==> config.mk <==
export PLATFORM = sky130hd
export DESIGN_NAME = sync_nco
export DESIGN_NICKNAME = d
export VERILOG_FILES = /design/src/rtl/sync_nco_pkg.sv /design/src/rtl/nco_inc_sel.sv /design/src/rtl/nco_hold_avg.sv /design/src/rtl/nco_accum.sv /design/src/rtl/sync_nco.sv
export SDC_FILE = /design/constraint.sdc
export NUM_CORES = 1
export LEC_CHECK = 0
export CORE_MARGIN = 2
export CORE_UTILIZATION = 45
export CTS_CLUSTER_DIAMETER = 40
export DETAILED_ROUTE_END_ITERATION = 16
export SYNTH_ARGS = -nofsm -noshare
export SYNTH_HDL_FRONTEND = slang
export SYNTH_SLANG_ARGS = --single-unit
export TNS_END_PERCENT = 20
==> constraint.sdc <==
create_clock -name clk -period 12.05 [get_ports clk]
set_input_delay 3.615 -clock clk [delete_from_list [all_inputs] [get_ports clk]]
set_output_delay 3.615 -clock clk [all_outputs]
set_load 0.02 [all_outputs]
==> src/rtl/sync_nco_pkg.sv <==
package sync_nco_pkg;

    typedef enum logic [1:0] {
        MODE_TRACK    = 2'b00,
        MODE_HOLD     = 2'b01,
        MODE_FREE     = 2'b10,
        MODE_FREE_ALT = 2'b11
    } nco_mode_e;

    function automatic logic is_tracking(input logic [1:0] m);
        return m == MODE_TRACK;
    endfunction

endpackage

==> src/rtl/nco_inc_sel.sv <==
module nco_inc_sel
    import sync_nco_pkg::*;
#(
    parameter int unsigned            ACC_W   = 32,
    parameter int unsigned            CORR_W  = 24,
    parameter logic [ACC_W-1:0]       NOM_INC = 32'h4000_0000
) (
    input  logic [1:0]               mode_i,
    input  logic signed [CORR_W-1:0] corr_i,
    input  logic [ACC_W-1:0]         hold_word_i,
    output logic [ACC_W-1:0]         inc_o
);

    localparam int unsigned EXT_W = ACC_W - CORR_W;

    logic [ACC_W-1:0] corr_ext;
    logic [ACC_W-1:0] track_inc;

    always_comb begin
        corr_ext  = {{EXT_W{corr_i[CORR_W-1]}}, corr_i};
        track_inc = NOM_INC + corr_ext;
        unique case (nco_mode_e'(mode_i))
            MODE_TRACK:    inc_o = track_inc;
            MODE_HOLD:     inc_o = hold_word_i;
            MODE_FREE:     inc_o = NOM_INC;
            MODE_FREE_ALT: inc_o = NOM_INC;
            default:       inc_o = NOM_INC;
        endcase
    end

endmodule

==> src/rtl/nco_hold_avg.sv <==
module nco_hold_avg #(
    parameter int unsigned      ACC_W     = 32,
    parameter int unsigned      AVG_SHIFT = 6,
    parameter logic [ACC_W-1:0] NOM_INC   = 32'h4000_0000
) (
    input  logic             clk,
    input  logic             rst_n,
    input  logic             update_i,
    input  logic [ACC_W-1:0] inc_i,
    output logic [ACC_W-1:0] hold_o
);

    typedef struct packed {
        logic [ACC_W-1:0] word;
    } hold_state_t;

    hold_state_t st_d, st_q;

    logic signed [ACC_W:0] diff;
    logic [ACC_W-1:0]      step;

    always_comb begin
        st_d = st_q;
        diff = $signed({1'b0, inc_i}) - $signed({1'b0, st_q.word});
        step = ACC_W'(diff >>> AVG_SHIFT);
        if (update_i) begin
            st_d.word = st_q.word + step;
        end
    end

    always_ff @(posedge clk or negedge rst_n) begin
        if (!rst_n) begin
            st_q.word <= NOM_INC;
        end else begin
            st_q <= st_d;
        end
    end

    assign hold_o = st_q.word;

endmodule

==> src/rtl/nco_accum.sv <==
module nco_accum #(
    parameter int unsigned ACC_W = 32
) (
    input  logic             clk,
    input  logic             rst_n,
    input  logic [ACC_W-1:0] inc_i,
    output logic [ACC_W-1:0] phase_o,
    output logic             carry_o
);

    typedef struct packed {
        logic [ACC_W-1:0] acc;
        logic             cen;
    } acc_state_t;

    acc_state_t      st_d, st_q;
    logic [ACC_W:0]  sum;

    always_comb begin
        sum      = {1'b0, st_q.acc} + {1'b0, inc_i};
        st_d.acc = sum[ACC_W-1:0];
        st_d.cen = sum[ACC_W];
    end

    always_ff @(posedge clk or negedge rst_n) begin
        if (!rst_n) begin
            st_q <= '0;
        end else begin
            st_q <= st_d;
        end
    end

    assign phase_o = st_q.acc;
    assign carry_o = st_q.cen;

endmodule

==> src/rtl/sync_nco.sv <==
module sync_nco
    import sync_nco_pkg::*;
#(
    parameter int unsigned      ACC_W     = 32,
    parameter int unsigned      CORR_W    = 24,
    parameter int unsigned      AVG_SHIFT = 6,
    parameter logic [ACC_W-1:0] NOM_INC   = 32'h4000_0000
) (
    input  logic                     clk,
    input  logic                     rst_n,
    input  logic [1:0]               mode_i,
    input  logic signed [CORR_W-1:0] corr_i,
    input  logic                     frame_stb_i,
    output logic                     clk_en_o,
    output logic [ACC_W-1:0]         phase_o
);

    logic [ACC_W-1:0] hold_word;
    logic [ACC_W-1:0] inc;
    logic             avg_update;

    assign avg_update = frame_stb_i & is_tracking(mode_i);

    nco_inc_sel #(
        .ACC_W  (ACC_W),
        .CORR_W (CORR_W),
        .NOM_INC(NOM_INC)
    ) u_sel (
        .mode_i     (mode_i),
        .corr_i     (corr_i),
        .hold_word_i(hold_word),
        .inc_o      (inc)
    );

    nco_hold_avg #(
        .ACC_W    (ACC_W),
        .AVG_SHIFT(AVG_SHIFT),
        .NOM_INC  (NOM_INC)
    ) u_avg (
        .clk     (clk),
        .rst_n   (rst_n),
        .update_i(avg_update),
        .inc_i   (inc),
        .hold_o  (hold_word)
    );

    nco_accum #(
        .ACC_W(ACC_W)
    ) u_acc (
        .clk    (clk),
        .rst_n  (rst_n),
        .inc_i  (inc),
        .phase_o(phase_o),
        .carry_o(clk_en_o)
    );

endmodule

==> results.toml <==
[timing]
maxSlewViolCount = 0
rsz0062_at_grt = "false"
post-route-period-util_pct = 74.3
tightest_slew_ns = 0.923
finalHoldViolCount = 0
slew_headroom_pct = 38.5
tns_ns = 0
fmax_mhz = 112
fin_skew_ns = 0.00675
min_period_ns = 8.95
setup_viol = 0

[final_layout]
final_util_pct = 53.6
fin_cells = 1069
final_area_sq_um = 7850
drive_gt1_share_pct = 3.96
regArea_sq_um = 1630
fillers = 1392
fin_nets = 1007
multiInputGateArea_sq_um = 4890
area_growth_pct = 15.9

[critical_path]
cp_max_fo = 34
end_kind = "flop"
cp.depth = 22
worstPathBufferInverterCount = 1
cpMaxStageDelayCell = "buf_2"
cp.required_ns = 12.33
start_kind = "input pin"
crit_chain = "buf_2 > mux2i_1 > nor2_1 > ha_1 > a21o_1 > a21oi_1 > o21ai_0 > nor4_2 > o21ai_2 > and2_1 > a2111oi_0 > a311oi_1 > ha_1 > a2111oi_2 > o21ai_1 > a31o_2 > a21o_1 > a31o_2 > a21oi_4 > a21oi_1 > or4_1 > nand3_1"
critPathMaxStageDelay_ns = 0.69
critPathKind = "in2reg"
arrival_ns = 9.23
crit_family = "compound AO/OA/AOI/OAI gates"
ff2ff_setup_slack_ns = 6.71
r2r_cells = 21

[cts]
cts_hold_buf = 0
cts_tree = "done"
htreeDepth = 3
clkTransAtPathRegs_ns = 0.06
post_cts_resized = 0
ctsLongestPathBuffers = 2
clkLatencyLatePin_ns = 0.34
root_buffer = "clkbuf_16"
clock_sinks = 65
post_cts_buffers = 0
cts_buffers = 9

[synthesis]
synth_top_area_share_pct = 23.6
yosysUniqueCellTypes = 61
synth_edf_count = 0
synthesis.area_sq_um = 6770
ys_warn_count = 0
syn_inst = 823
async_flop_share_pct = 100
synth_flop_cell = "dfrtp_1"
ys_seq_area_share_pct = 24.0
synthTopCellsByCount = "96 x ha_1, 76 x a21oi_1, 76 x nor2_1"
synth_seq_cells = 65
yosys.cell_count.top_type = "ha_1"
syn-num-nets = 950
synth.avg_cell_area_sq_um = 8.23
synthTopCellsByArea = "dfrtp_1 24%, ha_1 18%, a21oi_1 5.6%, xnor2_1 4.8%, o21ai_0 4.5%"
synth_area_leader_cell = "dfrtp_1"

[drt]
routed_wl_um = 18700
drtIter0Drc = 412
drtPass1Iterations = 5
ant_nets = 0
wl_per_cell_um = 17.5
drc = 0
viasPerCell = 5.82
vias = 6226

[global_routing]
grt.total_usage_pct = 23.6
antenna_found_initial = 0
grt_pass1_vias = 5874
grt_pass1_wl_um = 30100
overflow = 0
grt_max_degree = 66

[floorplanning]
std_cell_rows = 44
die-height_um = 127
core_sq_um = 14600
die_area_sq_um = 16000
die_w_um = 127
pin_count = 62
initial_core_util_pct = 46.2

[place]
dpl-instance-area_sq_um = 7550
place_congestion = 0.933
port_buffers = 61
dp_hpwl_um = 14500
place_inst = 1053

[status]
status = "complete, no violations"

[min_path]
holdPathStages = 2
hold_class = "reg2reg"

[flow_run]
drv_cap = 0
[worst reg2reg max path: cells and delay by family, from the launching register on]
family	cells	cell delay, ns
AOI/OAI and AO/OA	12	2.62
and+or+nand+nor	6	1.46
adders and majority gates	2	0.67
DFF	1	0.44
muxes	1	0.10
[metal layers]
layer  track usage (%)  up-vias  share of wire (%)
met1              34.9     2946                 51
li1                  -     3115                  -
met4              5.43        0                1.1
met5                 0        -                  0
met2              37.2      147                 44
met3              2.61       18                4.0
[sequential cells by signal (all words and copies together), names as in the netlist]
name,cells
u_acc.carry_o,1
u_acc.phase_o,32
u_avg.hold_o,32
[cell type report]
class | count | area share, %
Sequential cell | 65 | 20.7
Clock buffer | 12 | 3.27
Clock inverter | 3 | 0.510
Antenna cell | 1 | 0.0319
Multi-Input combinational cell | 692 | 62.3
Tap cell | 184 | 2.93
Inverter | 48 | 2.30
Timing Repair Buffer | 64 | 7.94
[cell usage in the layout (no fill, tap or decap), drive strengths merged, types with 6 or more instances in the layout]
cell type      netlist  routed
a21o                31      31
a21oi               77      77
ha                  96      96
nand4                9       9
nor2b                8       8
and3                16      16
nor3                13      13
xor2                29      29
clkbuf              16      12
nand2               74      74
o21a                23      23
clkdlybuf4s50        0      59
nand3               11      11
mux2i               23      23
nor2                76      76
o21bai              12      12
a31oi                8       8
o211ai               7       7
inv                 48      48
o21ai               65      65
nand2b               6       6
xnor2               37      37
dfrtp               64      64
a211oi              18      18
[cells by family (layout without fill, tap and decap cells)]
| family | count (synthesis) | after routing | synth area share [%] |
|---|---|---|---|
| adder cells (fa/ha/maj) | 98 | 98 | 18.3 |
| AND/OR/NAND/NOR | 234 | 234 | 16.0 |
| AO/OA/AOI/OAI | 271 | 271 | 25.9 |
| other | 0 | 1 | 0 |
| multiplexers | 23 | 23 | 3.40 |
| XOR/XNOR | 66 | 66 | 8.53 |
| flip-flops | 65 | 65 | 24.0 |
| buffers and inverters | 66 | 127 | 3.82 |
[metrics by stage]
| step | setup slack [ns] | hold WS, ns |
|---|---|---|
| final | 3.10 | 0.506 |
| after global routing | 2.68 | 0.529 |
| after global placement | 2.83 | 0.490 |
| after floorplan | 3.61 | 0.467 |
| after detailed placement | 2.75 | 0.498 |
| after CTS | 3.09 | 0.507 |
[worst paths after layout]
check                                 start                 to
max in group asynchronous             rst_n  u_acc.phase_o[25]
max                               mode_i[0]   u_avg.hold_o[29]
min                        u_avg.hold_o[30]   u_avg.hold_o[30]
max reg2reg                u_avg.hold_o[14]   u_avg.hold_o[29]
min reg2reg                u_avg.hold_o[30]   u_avg.hold_o[30]
min in group asynchronous             rst_n    u_avg.hold_o[9]
Power is left out: the tool's default activity adds up to more than one toggle a clock period on the data nets, which glitch-free logic cannot reach.
